### config.mk
export PLATFORM = sky130hd
export DESIGN_NAME = dac_serial_front
export DESIGN_NICKNAME = d
export VERILOG_FILES = /design/src/rtl/dac_if_pkg.sv /design/src/rtl/pin_sync.sv /design/src/rtl/edge_pick.sv /design/src/rtl/serial_shift.sv /design/src/rtl/dac_regs.sv /design/src/rtl/dac_serial_front.sv
export SDC_FILE = /design/constraint.sdc
export NUM_CORES = 1
export LEC_CHECK = 0
export BUFFER_PORTS_ARGS = -buffer_cell sky130_fd_sc_hd__buf_2
export CORE_ASPECT_RATIO = 1.4
export CORE_UTILIZATION = 56
export CTS_CLUSTER_DIAMETER = 100
export DETAILED_ROUTE_END_ITERATION = 10
export GPL_ROUTABILITY_DRIVEN = 0
export PLACE_DENSITY_LB_ADDON = 0.1
export REMOVE_ABC_BUFFERS = 1
export SYNTH_ARGS = -nofsm -noshare
export SYNTH_HDL_FRONTEND = slang
export SYNTH_SLANG_ARGS = --single-unit
### constraint.sdc
create_clock -name clk -period 1.57 [get_ports clk]
set_clock_uncertainty 0.15 [all_clocks]
set_input_delay 0.314 -clock clk [delete_from_list [all_inputs] [get_ports clk]]
set_output_delay 0.314 -clock clk [all_outputs]
set_load 0.1 [all_outputs]
### src/rtl/dac_if_pkg.sv
`timescale 1ns/1ps
package dac_if_pkg;

    localparam int unsigned DEF_CODE_W = 16;

    // Pin bundle carried through the synchronizer
    typedef struct packed {
        logic sclk;
        logic sdi;
        logic sel_n;
        logic wr_n;
        logic upd;
        logic clr;
        logic clr_mid;
    } pins_t;

    localparam pins_t PINS_IDLE = '{sclk: 1'b0, sdi: 1'b0, sel_n: 1'b1,
                                    wr_n: 1'b1, upd: 1'b0, clr: 1'b0,
                                    clr_mid: 1'b0};

    typedef enum logic [1:0] {
        MODE_HOLD   = 2'd0,
        MODE_WRITE  = 2'd1,
        MODE_UPDATE = 2'd2,
        MODE_CLEAR  = 2'd3
    } reg_mode_t;

    function automatic reg_mode_t pick_mode(logic clr_rise, logic upd_rise,
                                            logic sel_n, logic wr_n);
        if (clr_rise)
            return MODE_CLEAR;
        else if (!sel_n && !wr_n)
            return MODE_WRITE;
        else if (upd_rise && sel_n && wr_n)
            return MODE_UPDATE;
        else
            return MODE_HOLD;
    endfunction

endpackage

### src/rtl/pin_sync.sv
`timescale 1ns/1ps
module pin_sync
    import dac_if_pkg::*;
#(
    parameter int unsigned STAGES = 2
) (
    input  logic  clk,
    input  logic  rst,
    input  pins_t d,
    output pins_t q
);
    generate
        if (STAGES == 0) begin : g_bypass
            assign q = d;
        end else begin : g_chain
            pins_t chain [STAGES];
            for (genvar i = 0; i < STAGES; i++) begin : g_stage
                always_ff @(posedge clk) begin
                    if (rst)
                        chain[i] <= PINS_IDLE;
                    else if (i == 0)
                        chain[i] <= d;
                    else
                        chain[i] <= chain[(i == 0) ? 0 : i - 1];
                end
            end
            assign q = chain[STAGES-1];
        end
    endgenerate
endmodule

### src/rtl/edge_pick.sv
`timescale 1ns/1ps
module edge_pick (
    input  logic clk,
    input  logic rst,
    input  logic sclk,
    input  logic upd,
    input  logic clr,
    output logic sclk_rise,
    output logic upd_rise,
    output logic clr_rise
);
    logic sclk_d, upd_d, clr_d;

    always_ff @(posedge clk) begin
        if (rst) begin
            sclk_d <= 1'b0;
            upd_d  <= 1'b0;
            clr_d  <= 1'b0;
        end else begin
            sclk_d <= sclk;
            upd_d  <= upd;
            clr_d  <= clr;
        end
    end

    assign sclk_rise = sclk & ~sclk_d;
    assign upd_rise  = upd  & ~upd_d;
    assign clr_rise  = clr  & ~clr_d;
endmodule

### src/rtl/serial_shift.sv
`timescale 1ns/1ps
module serial_shift #(
    parameter int unsigned W = 16
) (
    input  logic         clk,
    input  logic         rst,
    input  logic         shift_en,
    input  logic         din,
    output logic [W-1:0] word,
    output logic         dout
);
    logic [W-1:0] sh_q;

    always_ff @(posedge clk) begin
        if (rst)
            sh_q <= '0;
        else if (shift_en)
            sh_q <= {sh_q[W-2:0], din};
    end

    assign word = sh_q;
    assign dout = sh_q[W-1];


    shift_move_chk: assert property (@(posedge clk) disable iff (rst)
        shift_en |=> sh_q == {$past(sh_q[W-2:0]), $past(din)});


    shift_hold_chk: assert property (@(posedge clk) disable iff (rst)
        !shift_en |=> $stable(sh_q));
endmodule

### src/rtl/dac_regs.sv
`timescale 1ns/1ps
module dac_regs
    import dac_if_pkg::*;
#(
    parameter int unsigned W = 16
) (
    input  logic         clk,
    input  logic         rst,
    input  logic         sel_n,
    input  logic         wr_n,
    input  logic         upd_rise,
    input  logic         clr_rise,
    input  logic         clr_mid,
    input  logic [W-1:0] shift_word,
    output logic [W-1:0] dac_q
);
    localparam logic [W-1:0] MID_CODE  = {1'b1, {(W-1){1'b0}}};
    localparam logic [W-1:0] ZERO_CODE = '0;

    reg_mode_t    mode;
    logic [W-1:0] in_q;

    always_comb mode = pick_mode(clr_rise, upd_rise, sel_n, wr_n);

    always_ff @(posedge clk) begin
        if (rst) begin
            in_q  <= ZERO_CODE;
            dac_q <= ZERO_CODE;
        end else begin
            unique case (mode)
                MODE_CLEAR: begin
                    in_q  <= clr_mid ? MID_CODE : ZERO_CODE;
                    dac_q <= clr_mid ? MID_CODE : ZERO_CODE;
                end
                MODE_WRITE:  in_q  <= shift_word;
                MODE_UPDATE: dac_q <= in_q;
                default: ;
            endcase
        end
    end


    write_keeps_dac_chk: assert property (@(posedge clk) disable iff (rst)
        (!sel_n && !wr_n && !clr_rise) |=> $stable(dac_q));


    desel_write_chk: assert property (@(posedge clk) disable iff (rst)
        (sel_n && !clr_rise) |=> $stable(in_q));


    update_copy_chk: assert property (@(posedge clk) disable iff (rst)
        (upd_rise && sel_n && wr_n && !clr_rise) |=> dac_q == $past(in_q));


    stray_update_chk: assert property (@(posedge clk) disable iff (rst)
        ((!upd_rise || !sel_n || !wr_n) && !clr_rise) |=> $stable(dac_q));


    clear_target_chk: assert property (@(posedge clk) disable iff (rst)
        clr_rise |=> (dac_q == ($past(clr_mid) ? MID_CODE : ZERO_CODE))
                     && (in_q == dac_q));
endmodule

### src/rtl/dac_serial_front.sv
`timescale 1ns/1ps
module dac_serial_front
    import dac_if_pkg::*;
#(
    parameter int unsigned CODE_W      = DEF_CODE_W,
    parameter int unsigned SYNC_STAGES = 2
) (
    input  logic              clk,
    input  logic              rst,
    input  logic              ser_clk,
    input  logic              ser_din,
    input  logic              sel_n,
    input  logic              wr_n,
    input  logic              upd,
    input  logic              reinit,
    input  logic              reinit_mid,
    output logic              ser_dout,
    output logic [CODE_W-1:0] dac_code
);
    pins_t              pins_raw, pins_s;
    logic               sclk_rise, upd_rise, clr_rise;
    logic [CODE_W-1:0]  shift_word;

    assign pins_raw = '{sclk: ser_clk, sdi: ser_din, sel_n: sel_n,
                        wr_n: wr_n, upd: upd, clr: reinit,
                        clr_mid: reinit_mid};

    pin_sync #(.STAGES(SYNC_STAGES)) u_sync (
        .clk (clk),
        .rst (rst),
        .d   (pins_raw),
        .q   (pins_s)
    );

    edge_pick u_edge (
        .clk       (clk),
        .rst       (rst),
        .sclk      (pins_s.sclk),
        .upd       (pins_s.upd),
        .clr       (pins_s.clr),
        .sclk_rise (sclk_rise),
        .upd_rise  (upd_rise),
        .clr_rise  (clr_rise)
    );

    serial_shift #(.W(CODE_W)) u_shift (
        .clk      (clk),
        .rst      (rst),
        .shift_en (sclk_rise & ~pins_s.sel_n),
        .din      (pins_s.sdi),
        .word     (shift_word),
        .dout     (ser_dout)
    );

    dac_regs #(.W(CODE_W)) u_regs (
        .clk        (clk),
        .rst        (rst),
        .sel_n      (pins_s.sel_n),
        .wr_n       (pins_s.wr_n),
        .upd_rise   (upd_rise),
        .clr_rise   (clr_rise),
        .clr_mid    (pins_s.clr_mid),
        .shift_word (shift_word),
        .dac_q      (dac_code)
    );


    sdo_top_bit_chk: assert property (@(posedge clk) disable iff (rst)
        ser_dout == shift_word[CODE_W-1]);


    reset_clear_chk: assert property (@(posedge clk)
        rst |=> (dac_code == '0) && !ser_dout);
endmodule

==> flow_summary.ini, run 1 <==
[status]
status = finished clean

[floorplan]
ios = 26
initial_core_util_pct = 59.89
dieArea_sq_um = 4225
rows = 26
die_w_microns = 55.23
core_sq_um = 3709
die_y_microns = 76.51

[grt]
first_global_vias = 1470
grt_antenna_before_repair = 0
grt_start_max_net_pins = 31
grt_usage_pct = 20.80
grt_first_pass_wirelength_mm = 6.651
overflow = 0

[clock_tree]
clock_latency_ps = 340
root_buffer = clkbuf_8
htree_levels = 3
numClockSinks = 65
postCtsSetupBuffers = 0
cts_max_path_buffers = 2
cts-buffers-inserted = 9
cts_tree = built
path_clk_slew_ps = 70

[yosys]
yosys_warnings = 0
ys_ff_latch = 65
yosys.area.top_type_share_pct = 58.59
synth_seq_area_share_pct = 58.59
syn_inst = 254
syn_area_sq_um = 2221
synth_cell_types = 21
syn_avg_cell_area_sq_um = 8.744
synthTopCellsByArea = dfxtp_1 (59%), nand2_1 (11%), a21oi_1 (10%), nand3_1 (6.8%), nor2b_1 (3.7%)
synth_top_cell_by_area = dfxtp_1

[timing]
min_period_over_period_pct = 98.73
period_needed_ps = 1550
slew_violations = 0
rsz0062_at_grt = false
holdWs_ps = 30.73
max_slew_margin_pct = 59.40
tightestPinTransition_ps = 609.0
max_clock_freq_mhz = 645.2
finalSetupViolCount = 0
hold_viol = 0
setup_ws_ps = 19.98

[routing]
avgViaCountPerCell = 5.159
wl_per_cell_microns = 12.25
drt_iter0_markers = 64
vias = 1692
dr.pass1.iters = 4
remaining_drc_errors = 0
antenna_left = 0
wl_mm = 4.019

[worst_setup_path]
cp_cell_sequence = buf_2
r2r_cells = 3
cp_slowest_cell = buf_2
required_ps = 1110
path_max_fanout = 2
cp_top_family = buffers and inverters
path_depth = 1
critical_path_class = reg2out
startpoint_type = flop
cp_slowest_stage_delay_ps = 420
cp-end-kind = output port
arrival_ps = 1090
crit_buf_inv = 1

[finish]
n_antenna_cell = 0
syn2layout_area_growth_pct = 18.82
num-nets-final = 290
drive_gt1_share_pct = 18.53
postLayoutCoreUtil_pct = 71.15
final_common_cell = nand2_1
layout_common_cells = nand2_1 (66), dfxtp_1 (65), a21oi_1 (46)

[placed_design]
pre_cts_ws_ps = 122.2
dp_hpwl_mm = 2.431
portBuffers = 25

[worst_hold_path]
worst_hold_path_type = in2reg
hold_path_depth = 2

[flow_run]
cap_violations = 0

[pwr]
power.density_nw_per_um2 = 1226
peakVddDrop_v = 0.001178
p_total_mw = 3.234
power_leakage_nw = 0.9502
## kinds of logic after synthesis
| logic type | count (synthesis) | share of synthesized area [%] |
|---|---|---|
| simple gates | 121 | 25.63 |
| flops | 65 | 58.59 |
| compound gates | 49 | 11.27 |
| buf+inv | 19 | 4.506 |
## cell usage after synthesis
library cell,instances
or2_2,4
and4b_1,1
nand3_1,30
buf_2,7
dfxtp_1,65
nand2b_1,2
o21bai_1,1
nand2_1,66
nor2_2,1
or3b_1,1
buf_4,3
a21oi_1,46
nor2b_1,13
clkbuf_1,6
nor3b_2,1
buf_1,1
clkbuf_2,1
nand4b_1,1
buf_6,1
a31oi_1,2
or2_1,1
## registers in the layout (all words and copies together) (netlist names)
| signal | count |
|---|---|
| u_shift.word | 16 |
| u_regs.in_q | 16 |
| u_regs.dac_q | 16 |
| u_edge.upd_d | 1 |
| u_sync.g_chain.chain | 14 |
| u_edge.clr_d | 1 |
| u_edge.sclk_d | 1 |
## worst paths after layout
path	slack, ps	startpoint	end
setup / recovery	20	u_regs.dac_q[6]$_SDFFE_PP0P_	dac_code[6]
hold / removal	30	reinit_mid	u_sync.g_chain.chain[0][0]$_SDFF_PP0_
setup reg to reg	100	u_sync.g_chain.chain[1][4]$_SDFF_PP1_	u_shift.word[8]$_SDFFE_PP0P_
hold reg to reg	260	u_sync.g_chain.chain[0][4]$_SDFF_PP1_	u_sync.g_chain.chain[1][4]$_SDFF_PP1_
## power by group
part | switching (mW) | internal [mW]
Clock | 0.586 | 0.862
Combinational | 0.0705 | 0.0365
Sequential | 0.00867 | 1.67
## layout make-up
cell class	instances	area, sq um
fillers	320	1070
clock inverters	2	35.03
multi-input cells	170	819.5
clock buffers	14	172.7
well taps	42	52.55
flip-flops and latches	65	1301
repair buffers	35	257.7
## through the flow
step | instances | TNS [ps] | cell area [sq um]
floorplan | 235 | -2669 | 2121
global placement | 310 | 0 | 2386
detailed placement | 310 | 0 | 2386
CTS | 328 | 0 | 2614
global route | 328 | 0 | 2639
finish | 328 | 0 | 2639
## what timing repair did
action	in CTS	in global routing
endpoints found under the setup margin	0	10
hold buffers	2	0
gates resized for setup	0	10
hold endpoints to repair	2	0
## layer usage
metal / share of wire (%) / GRT usage (%) / vias to the layer above / wire [microns]
met3: 4.2 / 6.112 / 11 / 167
met5: 0 / 0 / - / 0
li1: - / - / 894 / -
met1: 45 / 23.36 / 750 / 1809
met4: 3.0 / 14.50 / 0 / 119
met2: 48 / 33.37 / 37 / 1923
No activity file was read; power rests on OpenSTA's default activity.
==> run 2, diff against run 1 <==
- GPL_TIMING_DRIVEN: not set -> 0
==> flow_summary.ini, run 2 (synthesis results as in run 1) <==
[status]
status = finished clean

[routing]
vias = 1637
wl_per_cell_microns = 11.21
remaining_drc_errors = 0
wl_mm = 3.565
avgViaCountPerCell = 5.148
antenna_left = 0
drt_iter0_markers = 51
dr.pass1.iters = 4

[finish]
final_common_cell = nand2_1
n_antenna_cell = 0
fill_cells = 335
drive_gt1_share_pct = 18.12
num-nets-final = 283
layout_common_cells = nand2_1 (66), dfxtp_1 (65), a21oi_1 (46)
syn2layout_area_growth_pct = 14.37
postLayoutCoreUtil_pct = 68.49

[timing]
finalSetupViolCount = 0
tightestPinTransition_ps = 611.1
max_slew_margin_pct = 59.22
setup_ws_ps = 38.44
slew_violations = 0
rsz0062_at_grt = false
period_needed_ps = 1532
hold_viol = 0
tns_ps = 0
min_period_over_period_pct = 97.55
max_clock_freq_mhz = 652.9

[clock_tree]
cts_tree = built
path_clk_slew_ps = 60
htree_levels = 3
cts-buffers-inserted = 9
clock_latency_ps = 320
cts_max_path_buffers = 2
root_buffer = clkbuf_8
numClockSinks = 65

[grt]
first_global_vias = 1422
grt_usage_pct = 18.69
grt_antenna_before_repair = 0
overflow = 0
grt_first_pass_wirelength_mm = 6.127
grt_start_max_net_pins = 51

[placed_design]
pre_cts_ws_ps = -697.9
dp_hpwl_mm = 2.096
portBuffers = 25

[worst_setup_path]
startpoint_type = flop
path_max_fanout = 2
required_ps = 1110
cp-end-kind = output port
critical_path_class = reg2out
cp_slowest_stage_delay_ps = 420
crit_buf_inv = 1
cp_top_family = buffers and inverters
cp_slowest_cell = buf_2
cp_cell_sequence = buf_2
arrival_ps = 1070

[flow_run]
cap_violations = 0

[pwr]
peakVddDrop_v = 0.001126
combPwrFrac_pct = 3.3
p_clk_share_pct = 40.3
p_total_mw = 2.980
p_sw_mw = 0.6004
power.density_nw_per_um2 = 1173
switching_share_pct = 20.15
p_int_mw = 2.380
p_seq_share_pct = 56.4
power_leakage_nw = 0.8933

[floorplan]
die_y_microns = 76.51
ios = 26
rows = 26
initial_core_util_pct = 59.89
core_sq_um = 3709
dieArea_sq_um = 4225
die_w_microns = 55.23

[worst_hold_path]
worst_hold_path_type = in2reg
## run 2: final cells by class
type | count | area, sq um | share of cell area, %
Clock buffer | 13 | 168.9 | 6.650
Sequential cell | 65 | 1301 | 51.23
Tap cell | 42 | 52.55 | 2.069
Multi-Input combinational cell | 170 | 839.6 | 33.05
Timing Repair Buffer | 28 | 177.7 | 6.995
## run 2: power groups by stage
stage               Clock [mW]  Sequential, mW  Combinational [mW]
floorplan                    0            1.72              0.0412
global placement             0            1.71              0.0906
detailed placement           0            1.71              0.0902
CTS                       1.24            1.68              0.0966
global route              1.31            1.68               0.107
finish                    1.20            1.68              0.0971
## run 2: routing by layer
metal  routed length, microns  up-vias  global-route usage, %
met5                        0        -                      0
met3                      136        9                  5.603
met1                     1705      713                  22.09
met4                       95        0                  13.50
li1                         -      878                      -
met2                     1627       37                  28.43
## run 2: path summary, 6_finish.rpt
path / endpoint / slack [ps] / from / cells after the start
setup / recovery: dac_code[14] / 40 / u_regs.dac_q[14]$_SDFFE_PP0P_ / 1
hold / removal: u_sync.g_chain.chain[0][3]$_SDFF_PP1_ / 20 / wr_n / 2
hold reg to reg: u_sync.g_chain.chain[1][4]$_SDFF_PP1_ / 260 / u_sync.g_chain.chain[0][4]$_SDFF_PP1_ / 1
setup reg to reg: u_regs.dac_q[15]$_SDFFE_PP0P_ / 120 / u_sync.g_chain.chain[1][4]$_SDFF_PP1_ / 3
## run 2: metrics by stage
| stage | area [sq um] | instances | hold WS, ps |
|---|---|---|---|
| floorplan | 2121 | 235 | 233.1 |
| global placement | 2298 | 302 | 241.3 |
| detailed placement | 2298 | 302 | 243.8 |
| CTS | 2510 | 318 | 1.124 |
| global route | 2540 | 318 | 4.889 |
| finish | 2540 | 318 | 18.86 |
## run 2: timing repair
action | 4_1_cts | 5_1_grt
hold endpoints to repair | 1 | 0
setup endpoints to repair | 49 | 42
hold buffers | 1 | 0
gates resized for setup | 5 | 13
pin swaps | 1 | 0
buffers inserted | 2 | 0
==> run 3, diff against run 2 <==
- BUFFER_PORTS_ARGS: -buffer_cell sky130_fd_sc_hd__buf_2 -> not set
- CORE_UTILIZATION: 56 -> 60
- DONT_BUFFER_PORTS: not set -> 1
==> flow_summary.ini, run 3 (synthesis results as in run 1) <==
[timing]
min_period_over_period_pct = 93.53
rsz0062_at_grt = false
period_needed_ps = 1468
tightestPinTransition_ps = 535.4
tns_ps = 0
hold_viol = 0
slew_violations = 0
max_clock_freq_mhz = 681.0
finalSetupViolCount = 0
max_slew_margin_pct = 64.30

[grt]
first_global_vias = 1494
grt_use_met2_pct = 37.64
grt_start_max_net_pins = 49
grt_busiest_layer = met2
grt_antenna_before_repair = 0
grt_use_met3_pct = 7.362
overflow = 0
grt_first_pass_wirelength_mm = 6.299
use_met1_pct = 25.07
grt_usage_pct = 22.81

[floorplan]
dieArea_sq_um = 3952
die_w_microns = 53.42
initial_core_util_pct = 64.55
die_y_microns = 73.99
ios = 26
core_sq_um = 3441
rows = 25

[clock_tree]
cts_tree = built
root_buffer = clkbuf_8
htree_levels = 3
path_clk_slew_ps = 70
clock_latency_ps = 330
cts_max_path_buffers = 2
numClockSinks = 65
cts-buffers-inserted = 9

[worst_setup_path]
r2r-start = u_edge.clr_d$_SDFF_PP0_
path_max_fanout = 2
critical_path_class = reg2out
crit_end = dac_code[13]
startpoint_type = flop
path_depth = 0
startpoint = u_regs.dac_q[13]$_SDFFE_PP0P_
required_ps = 1110
cp-end-kind = output port
arrival_ps = 1000
rr_endpoint = u_regs.dac_q[7]$_SDFFE_PP0P_
r2r_slack_ps = 120
r2r_cells = 3

[routing]
remaining_drc_errors = 0
avgViaCountPerCell = 5.625
drt_iter0_markers = 49
antenna_left = 0
vias = 1693
wl_mm = 3.954
dr.pass1.iters = 4
wl_per_cell_microns = 13.14

[finish]
num-nets-final = 265
multi_input_area_sq_um = 844.6
layout_common_cells = nand2_1 (66), dfxtp_1 (48), a21oi_1 (46)
final_common_cell = nand2_1
fill_cells = 288
fin_cells = 301
seqCellArea_sq_um = 1323
drive_gt1_share_pct = 16.48
n_antenna_cell = 0
design_area_sq_um = 2524
syn2layout_area_growth_pct = 13.63

[status]
status = finished clean

[placed_design]
placed_cells = 275
dpl_cell_area_sq_um = 2171
portBuffers = 0
dp_hpwl_mm = 2.325

[pwr]
peakVddDrop_v = 0.0008593
power_leakage_nw = 0.8287
power.density_nw_per_um2 = 1239

[worst_hold_path]
worst_hold_path_type = in2reg

[flow_run]
cap_violations = 0
==> run 3: changes by cell type in the layout (fill, tap and decap cells not counted), sizes merged <==
cell         delta
bufinv          +1
buf            -14
dlygate4sd3     +6
clkinv          +2
clkbuf         -10
==> run 3: layout make-up <==
class	count	share of cell area (%)
Clock buffer	13	5.900
Multi-Input combinational cell	170	33.47
Tap cell	40	1.983
Timing Repair Buffer	10	4.660
Sequential cell	65	52.40
Clock inverter	3	1.587
==> run 3: report_power, final <==
part	total (mW)	internal [mW]	switching [mW]
clock	1.34	0.773	0.570
sequential	1.69	1.67	0.0213
combinational	0.0927	0.0384	0.0543
total	3.13	2.48	0.646
==> run 3: per-stage QoR <==
stage | hold WS (ps) | worst slack [ps] | utilization (%) | total power, mW
after floorplan | 233.1 | -177.9 | - | 1.764
after global placement | 238.5 | -495.6 | 63.09 | 1.774
after detailed placement | 240.4 | -588.2 | 63.09 | 1.777
after CTS | 17.48 | 64.71 | 72.47 | 3.148
after global routing | 33.70 | 18.73 | 73.35 | 3.230
final | 37.87 | 101.7 | 73.35 | 3.127
==> run 3: worst min-delay path by stage <==
| stage | start | endpoint | slack (ps) | depth (start not counted) |
|---|---|---|---|---|
| 2_1_floorplan | rst | u_regs.in_q[0]$_SDFFE_PP0P_ | 230 | 1 |
| 3_3_place_gp | rst | u_shift.word[9]$_SDFFE_PP0P_ | 240 | 1 |
| 3_5_place_dp | rst | u_regs.in_q[10]$_SDFFE_PP0P_ | 240 | 1 |
| 4_1_cts | rst | u_regs.dac_q[15]$_SDFFE_PP0P_ | 20 | 2 |
| 5_1_grt | rst | u_regs.dac_q[15]$_SDFFE_PP0P_ | 30 | 2 |
| 6_report | rst | u_regs.dac_q[15]$_SDFFE_PP0P_ | 40 | 2 |
==> run 3: metal layers <==
metal | part of all wire (%) | up-vias | wire (microns)
met5 | 0 | - | 0
met4 | 2.3 | 0 | 91
met3 | 6.3 | 9 | 248
met2 | 49 | 54 | 1945
met1 | 42 | 780 | 1669
li1 | - | 850 | -
==> run 3: repair_timing <==
item | 4_1_cts | 5_1_grt
hold endpoints to repair | 48 | 0
hold buffers | 8 | 0
endpoints found under the setup margin | 65 | 20
pin swaps | 1 | 0
resized for setup | 21 | 4
buffers inserted | 1 | 1
